## src/rtl/keysnap_pkg.sv

```systemverilog
package keysnap_pkg;
    localparam int SNAP_W    = 64;
    localparam int WORD_W    = 32;
    localparam int CTRL_EN   = 0;
    localparam int CTRL_IE   = 3;
    localparam int DEB_LSB   = 4;
    localparam int DEB_W     = 10;
    localparam int THR_LSB   = 14;
    localparam int THR_W     = 4;
    localparam int STAT_THR  = 2;
    localparam int OCC_LSB   = 4;
    localparam int OCC_W     = 4;

    typedef enum logic [1:0] {
        REG_CTRL   = 2'd0,
        REG_STAT   = 2'd1,
        REG_ENT_LO = 2'd2,
        REG_ENT_HI = 2'd3
    } reg_sel_e;

    typedef struct packed {
        logic [THR_W-1:0] thr;
        logic [DEB_W-1:0] deb;
        logic             irq_en;
        logic             en;
    } ctrl_t;
endpackage

```

## src/rtl/keysnap_store.sv

```systemverilog
module keysnap_store
    import keysnap_pkg::*;
#(
    parameter int DEPTH = 8,
    localparam int PTR_W = (DEPTH > 1) ? $clog2(DEPTH) : 1,
    localparam int CNT_W = $clog2(DEPTH + 1)
) (
    input  logic              clk,
    input  logic              rst_n,
    input  logic              push,
    input  logic              pop,
    input  logic [SNAP_W-1:0] wr_data,
    output logic [SNAP_W-1:0] head,
    output logic [CNT_W-1:0]  count
);
    typedef struct packed {
        logic [PTR_W-1:0] wp;
        logic [PTR_W-1:0] rp;
        logic [CNT_W-1:0] cnt;
    } st_t;

    st_t st_d, st_q;
    logic [SNAP_W-1:0] mem_q [DEPTH];
    logic do_push, do_pop, is_full, is_empty;

    function automatic logic [PTR_W-1:0] wrap_inc(input logic [PTR_W-1:0] p);
        return (p == PTR_W'(DEPTH - 1)) ? '0 : p + 1'b1;
    endfunction

    always_comb begin
        st_d     = st_q;
        is_full  = (st_q.cnt == CNT_W'(DEPTH));
        is_empty = (st_q.cnt == '0);
        do_push  = push && !is_full;
        do_pop   = pop && !is_empty;
        if (do_push) st_d.wp = wrap_inc(st_q.wp);
        if (do_pop)  st_d.rp = wrap_inc(st_q.rp);
        case ({do_push, do_pop})
            2'b10:   st_d.cnt = st_q.cnt + 1'b1;
            2'b01:   st_d.cnt = st_q.cnt - 1'b1;
            default: st_d.cnt = st_q.cnt;
        endcase
    end

    always_ff @(posedge clk) begin
        if (!rst_n) st_q <= '0;
        else        st_q <= st_d;
    end

    always_ff @(posedge clk) begin
        if (do_push) mem_q[st_q.wp] <= wr_data;
    end

    assign head  = is_empty ? '0 : mem_q[st_q.rp];
    assign count = st_q.cnt;
endmodule

```

## src/rtl/keysnap_regs.sv

```systemverilog
module keysnap_regs
    import keysnap_pkg::*;
#(
    parameter int CNT_W = 4
) (
    input  logic              clk,
    input  logic              rst_n,
    input  logic              bus_wr,
    input  logic              bus_rd,
    input  logic [1:0]        bus_addr,
    input  logic [WORD_W-1:0] bus_wdata,
    input  logic [CNT_W-1:0]  count,
    input  logic [SNAP_W-1:0] head,
    output logic [WORD_W-1:0] bus_rdata,
    output logic              pop,
    output ctrl_t             ctrl,
    output logic              thr_status,
    output logic              irq
);
    typedef struct packed {
        ctrl_t             ctrl;
        logic              thr_st;
        logic [WORD_W-1:0] rdata;
    } st_t;

    st_t      st_d, st_q;
    reg_sel_e sel;
    logic     hit, clr;
    logic     unused_wdata;

    function automatic logic [WORD_W-1:0] ctrl_word(input ctrl_t c);
        logic [WORD_W-1:0] w;
        w = '0;
        w[CTRL_EN]              = c.en;
        w[CTRL_IE]              = c.irq_en;
        w[DEB_LSB +: DEB_W]     = c.deb;
        w[THR_LSB +: THR_W]     = c.thr;
        return w;
    endfunction

    function automatic logic [WORD_W-1:0] stat_word(input logic [CNT_W-1:0] occ,
                                                    input logic flag);
        logic [WORD_W-1:0] w;
        w = '0;
        w[OCC_LSB +: OCC_W] = OCC_W'(occ);
        w[STAT_THR]         = flag;
        return w;
    endfunction

    always_comb begin
        st_d = st_q;
        sel  = reg_sel_e'(bus_addr);
        if (bus_wr && sel == REG_CTRL) begin
            st_d.ctrl.en     = bus_wdata[CTRL_EN];
            st_d.ctrl.irq_en = bus_wdata[CTRL_IE];
            st_d.ctrl.deb    = bus_wdata[DEB_LSB +: DEB_W];
            st_d.ctrl.thr    = bus_wdata[THR_LSB +: THR_W];
        end
        hit = (st_q.ctrl.thr != '0) && (int'(count) >= int'(st_q.ctrl.thr));
        clr = bus_wr && sel == REG_STAT && bus_wdata[STAT_THR];
        st_d.thr_st = (st_q.thr_st && !clr) || hit;
        if (bus_rd) begin
            case (sel)
                REG_CTRL:   st_d.rdata = ctrl_word(st_q.ctrl);
                REG_STAT:   st_d.rdata = stat_word(count, st_q.thr_st);
                REG_ENT_LO: st_d.rdata = head[WORD_W-1:0];
                default:    st_d.rdata = head[SNAP_W-1:WORD_W];
            endcase
        end
    end

    always_ff @(posedge clk) begin
        if (!rst_n) st_q <= '0;
        else        st_q <= st_d;
    end

    assign unused_wdata = ^{bus_wdata[WORD_W-1:THR_LSB+THR_W], bus_wdata[1]};
    assign pop          = bus_rd && (sel == REG_ENT_HI);
    assign bus_rdata    = st_q.rdata;
    assign ctrl         = st_q.ctrl;
    assign thr_status   = st_q.thr_st;
    assign irq          = st_q.thr_st && st_q.ctrl.irq_en;
endmodule

```

## src/rtl/keysnap_fifo.sv

```systemverilog
module keysnap_fifo
    import keysnap_pkg::*;
#(
    parameter int DEPTH = 8
) (
    input  logic              clk,
    input  logic              rst_n,
    input  logic              snap_valid,
    input  logic [SNAP_W-1:0] snap_data,
    input  logic              bus_wr,
    input  logic              bus_rd,
    input  logic [1:0]        bus_addr,
    input  logic [WORD_W-1:0] bus_wdata,
    output logic [WORD_W-1:0] bus_rdata,
    output logic              irq,
    output logic              scan_enable,
    output logic [DEB_W-1:0]  scan_debounce
);
    localparam int CNT_W = $clog2(DEPTH + 1);

    logic [SNAP_W-1:0] head;
    logic [CNT_W-1:0]  occ;
    logic              pop, thr_status;
    ctrl_t             ctrl;

    keysnap_store #(.DEPTH(DEPTH)) u_store (
        .clk     (clk),
        .rst_n   (rst_n),
        .push    (snap_valid && ctrl.en),
        .pop     (pop),
        .wr_data (snap_data),
        .head    (head),
        .count   (occ)
    );

    keysnap_regs #(.CNT_W(CNT_W)) u_regs (
        .clk        (clk),
        .rst_n      (rst_n),
        .bus_wr     (bus_wr),
        .bus_rd     (bus_rd),
        .bus_addr   (bus_addr),
        .bus_wdata  (bus_wdata),
        .count      (occ),
        .head       (head),
        .bus_rdata  (bus_rdata),
        .pop        (pop),
        .ctrl       (ctrl),
        .thr_status (thr_status),
        .irq        (irq)
    );

    assign scan_enable   = ctrl.en;
    assign scan_debounce = ctrl.deb;
endmodule


```

## config.mk

```make
export PLATFORM = sky130hd
export DESIGN_NAME = keysnap_fifo
export DESIGN_NICKNAME = d
export VERILOG_FILES = /design/src/rtl/keysnap_pkg.sv /design/src/rtl/keysnap_store.sv /design/src/rtl/keysnap_regs.sv /design/src/rtl/keysnap_fifo.sv
export SDC_FILE = /design/constraint.sdc
export NUM_CORES = 1
export LEC_CHECK = 0
export CAP_MARGIN = 40
export CORE_MARGIN = 5
export CORE_UTILIZATION = 30
export DETAILED_ROUTE_END_ITERATION = 6
export PLACE_DENSITY = 0.47
export SLEW_MARGIN = 20
export SYNTH_ARGS = -nofsm -noshare
export SYNTH_HDL_FRONTEND = slang
export SYNTH_SLANG_ARGS = --single-unit
```

## constraint.sdc

```tcl
create_clock -name clk -period 8.3 [get_ports clk]
set_input_delay 1.66 -clock clk [delete_from_list [all_inputs] [get_ports clk]]
set_output_delay 1.66 -clock clk [all_outputs]
set_load 0.02 [all_outputs]
```

==> out/metrics.csv <==
stage,metric,value,unit
status,status,"finished, final reports clean",
sta,tns,0,ns
worst_setup_path,cp.required,8.83,ns
power,leakage,8.290,nW
place,io_buffer_count,131,
clock_network,postCtsSetupBuffers,0,
clock_network,cts_hold_buf,0,
die,core,74200,um^2
final_layout,final_layout_size_suffix_gt1_share,15.11,%
die,die_w,283.2,um
sta,fin_crit,3.995,ns
detailed_routing,firstDrtPassIters,4,
clock_network,ctsRootBufferMaster,clkbuf_16,
power,peakVddDrop,0.1350,mV
clock_network,clock_path_buffers,3,
final_layout,syn_to_final_growth,18.93,%
worst_setup_path,startpoint_type,primary input,
detailed_routing,viasPerCell,4.813,
sta,finalSetupViolCount,0,
synthesis,avgSynthCellArea,18.00,um^2
sta,rsz0062_at_grt,no,
power,pwr-share-comb,2.7,%
detailed_routing,wl_per_cell,23.31,um
worst_setup_path,worst-endpoint-arrival,4.53,ns
synthesis,netlist_area,22390,um^2
sta,finalCritPeriodShare,48.14,%
place,placed_area,24850,um^2
detailed_routing,ant_nets,0,
synthesis,ys_seq_area_share,74.21,%
power,power_density,217.5,nW/um^2
synthesis,synth-edff-count,512,
synthesis,async_flop_share,0,%
synthesis,synthesis.nets,1358,
min_path,hold_path.class,register to register,
synthesis,syn_inst,1244,
place,routabilityCongestion,0.7300,
worst_setup_path,endpoint_kind,register,
sta,skew,0.01453,ns
die,initial_utilization,30.18,%
power,clock_power_share,42.7,%
clock_network,path_clk_slew,0.05,ns
synthesis,ys_ff_latch,574,
final_layout,most-common-layout-cells,"edfxtp_1, clkdlybuf4s50_1, mux2i_1",
sta,worstMarginPinSlew,1.034,ns
detailed_routing,via_count,11586,
die,die_height,283.2,um
die,pin_count,147,
synthesis,netlist-cell-type-count,53,
final_layout,nNetsFinal,1506,
global_route,antenna_found_initial,5,
power,p_int,4.638,mW
sta,relSlewSlack,31.04,%
worst_setup_path,crit_fanout,21,
detailed_routing,dr.first_iter.drc_count,634,
job,max_cap_viol_count,0,
synthesis,ys.flop_type,edfxtp_1,
clock_network,clock_latency,0.60,ns
clock_network,clock_sinks,574,
final_layout,final_common_cell,edfxtp_1,
clock_network,cts_resized,0,
die,num_rows,100,
clock_network,cts_tree,done,
clock_network,numCtsBuffers,59,
place,dp_hpwl,32.94,mm
detailed_routing,drc,0,
power,p_sw_share,19.91,%
global_route,grtUsageTotal,13.66,%
sta,finalMaxSlewViolations,0,
sta,timing.fmax,250.3,MHz
final_layout,fin_area,26630,um^2
power,pwr-share-seq,54.6,%
synthesis,ys_warn_count,0,
sta,hold_viol_final,0,
global_route,grt_max_degree,113,
worst_setup_path,crit_type,primary input to register,
die,die-area,80190,um^2
clock_network,cts.htree.levels,2,
power,switchingPower,1.153,mW
detailed_routing,routed_wl,56.10,mm
global_route,grt_pass1_vias,12127,
global_route,grt_pass1_wl,82.83,mm
global_route,overflow,0,
==> Yosys cell counts (5+ instances only) <==
cell type  instances  area, um^2
nor2_1            11       41.29
o21ai_1           20       100.1
nand3_1            5       25.02
buf_4             20       150.1
o21ai_0           53       265.3
buf_2             19       95.09
edfxtp_1         512       15370
mux4_2            85        1914
a21boi_0          21       157.7
o22ai_1           12       75.07
inv_1             30       112.6
o211ai_1           5       37.54
and3_1            10       62.56
a22oi_1           34       255.2
nor3b_1            5       37.54
ha_1              11       137.6
nand2_1           81       304.0
a31oi_1           13       81.33
nor2b_1            9       56.30
buf_6             12       135.1
dfxtp_1           62        1241
and2_1             5       31.28
mux2i_1          105        1051
a21oi_1           34       170.2
clkbuf_1          23       86.33
==> layer usage <==
layer  wire length, um  global-route usage, %
met1             25120                  18.38
met2             26270                  22.25
met3              3431                  3.561
met4              1238                  3.492
met5                36                      0
==> cell families (layout without fill, tap and decap cells) <==
logic type | Yosys count | count (layout) | synth area share (%)
muxes | 194 | 194 | 13.45
and+or+nand+nor | 147 | 147 | 3.174
AOI/OAI and AO/OA | 203 | 203 | 5.555
xor gates and xnor gates | 4 | 4 | 0.1565
other | 0 | 2 | 0
DFF | 574 | 574 | 74.21
adders and majority gates | 11 | 11 | 0.6147
buffers and inverters | 111 | 303 | 2.839
==> state kept, by name (all words and copies together) (netlist names), named ones only <==
register / cells
u_store.mem_q: 512
u_regs.bus_rdata: 32
u_regs.ctrl: 16
u_store.st_q: 6
u_store.count: 4
u_regs.thr_status: 1
==> final timing paths <==
check                           cells past startpoint  slack [ns]                          endpoint                          from
worst min register to register                      2        0.49                          register  u_store.st_q[4]$_SDFFE_PN0N_
worst min-delay path                                2        0.49                          register  u_store.st_q[4]$_SDFFE_PN0N_
worst max register to register                      5        5.22  u_regs.bus_rdata[4]$_SDFFE_PN0P_                      register
worst max-delay path                               11        4.30     u_store.count[2]$_SDFFE_PN0P_                   bus_addr[1]
==> power groups by stage <==
stage | clock network (mW) | logic (mW) | registers, mW
floorplan | 0 | 0.0489 | 3.23
global placement | 0 | 0.152 | 3.22
detailed placement | 0 | 0.156 | 3.22
CTS | 2.55 | 0.157 | 3.16
global route | 2.67 | 0.168 | 3.16
finish | 2.47 | 0.155 | 3.16
==> stage by stage <==
| stage | setup slack, ns | util, % | total power, mW | hold slack [ns] | cells |
|---|---|---|---|---|---|
| floorplan | 0.8116 | - | 3.276 | 0.4522 | 1244 |
| global placement | 3.123 | 33.28 | 3.377 | 0.4716 | 2292 |
| detailed placement | 3.681 | 33.49 | 3.381 | 0.4843 | 2300 |
| CTS | 4.335 | 35.88 | 5.870 | 0.4989 | 2405 |
| global route | 4.134 | 35.88 | 5.999 | 0.5210 | 2405 |
| finish | 4.305 | 35.89 | 5.790 | 0.4892 | 2407 |
==> layout make-up <==
cell class	instances	area, um^2
diodes	2	5.005
clock buffers	85	1637
clock inverters	20	140.1
fillers	6968	47570
inverters	31	116.4
multi-input cells	559	5190
flip-flops and latches	574	16620
well taps	969	1212
repair buffers	167	1704
==> critical path, stage by stage <==
cell             delay, ns
clkdlybuf4s50_1       0.79
and3_4                0.55
nand2_2               0.14
inv_1                 0.13
ha_1                  0.26
xor2_1                0.16
ha_1                  0.15
a21oi_1               0.05
xor2_1                0.16
or3_1                 0.30
a21boi_0              0.15
Power figures use the tool's default switching activity.
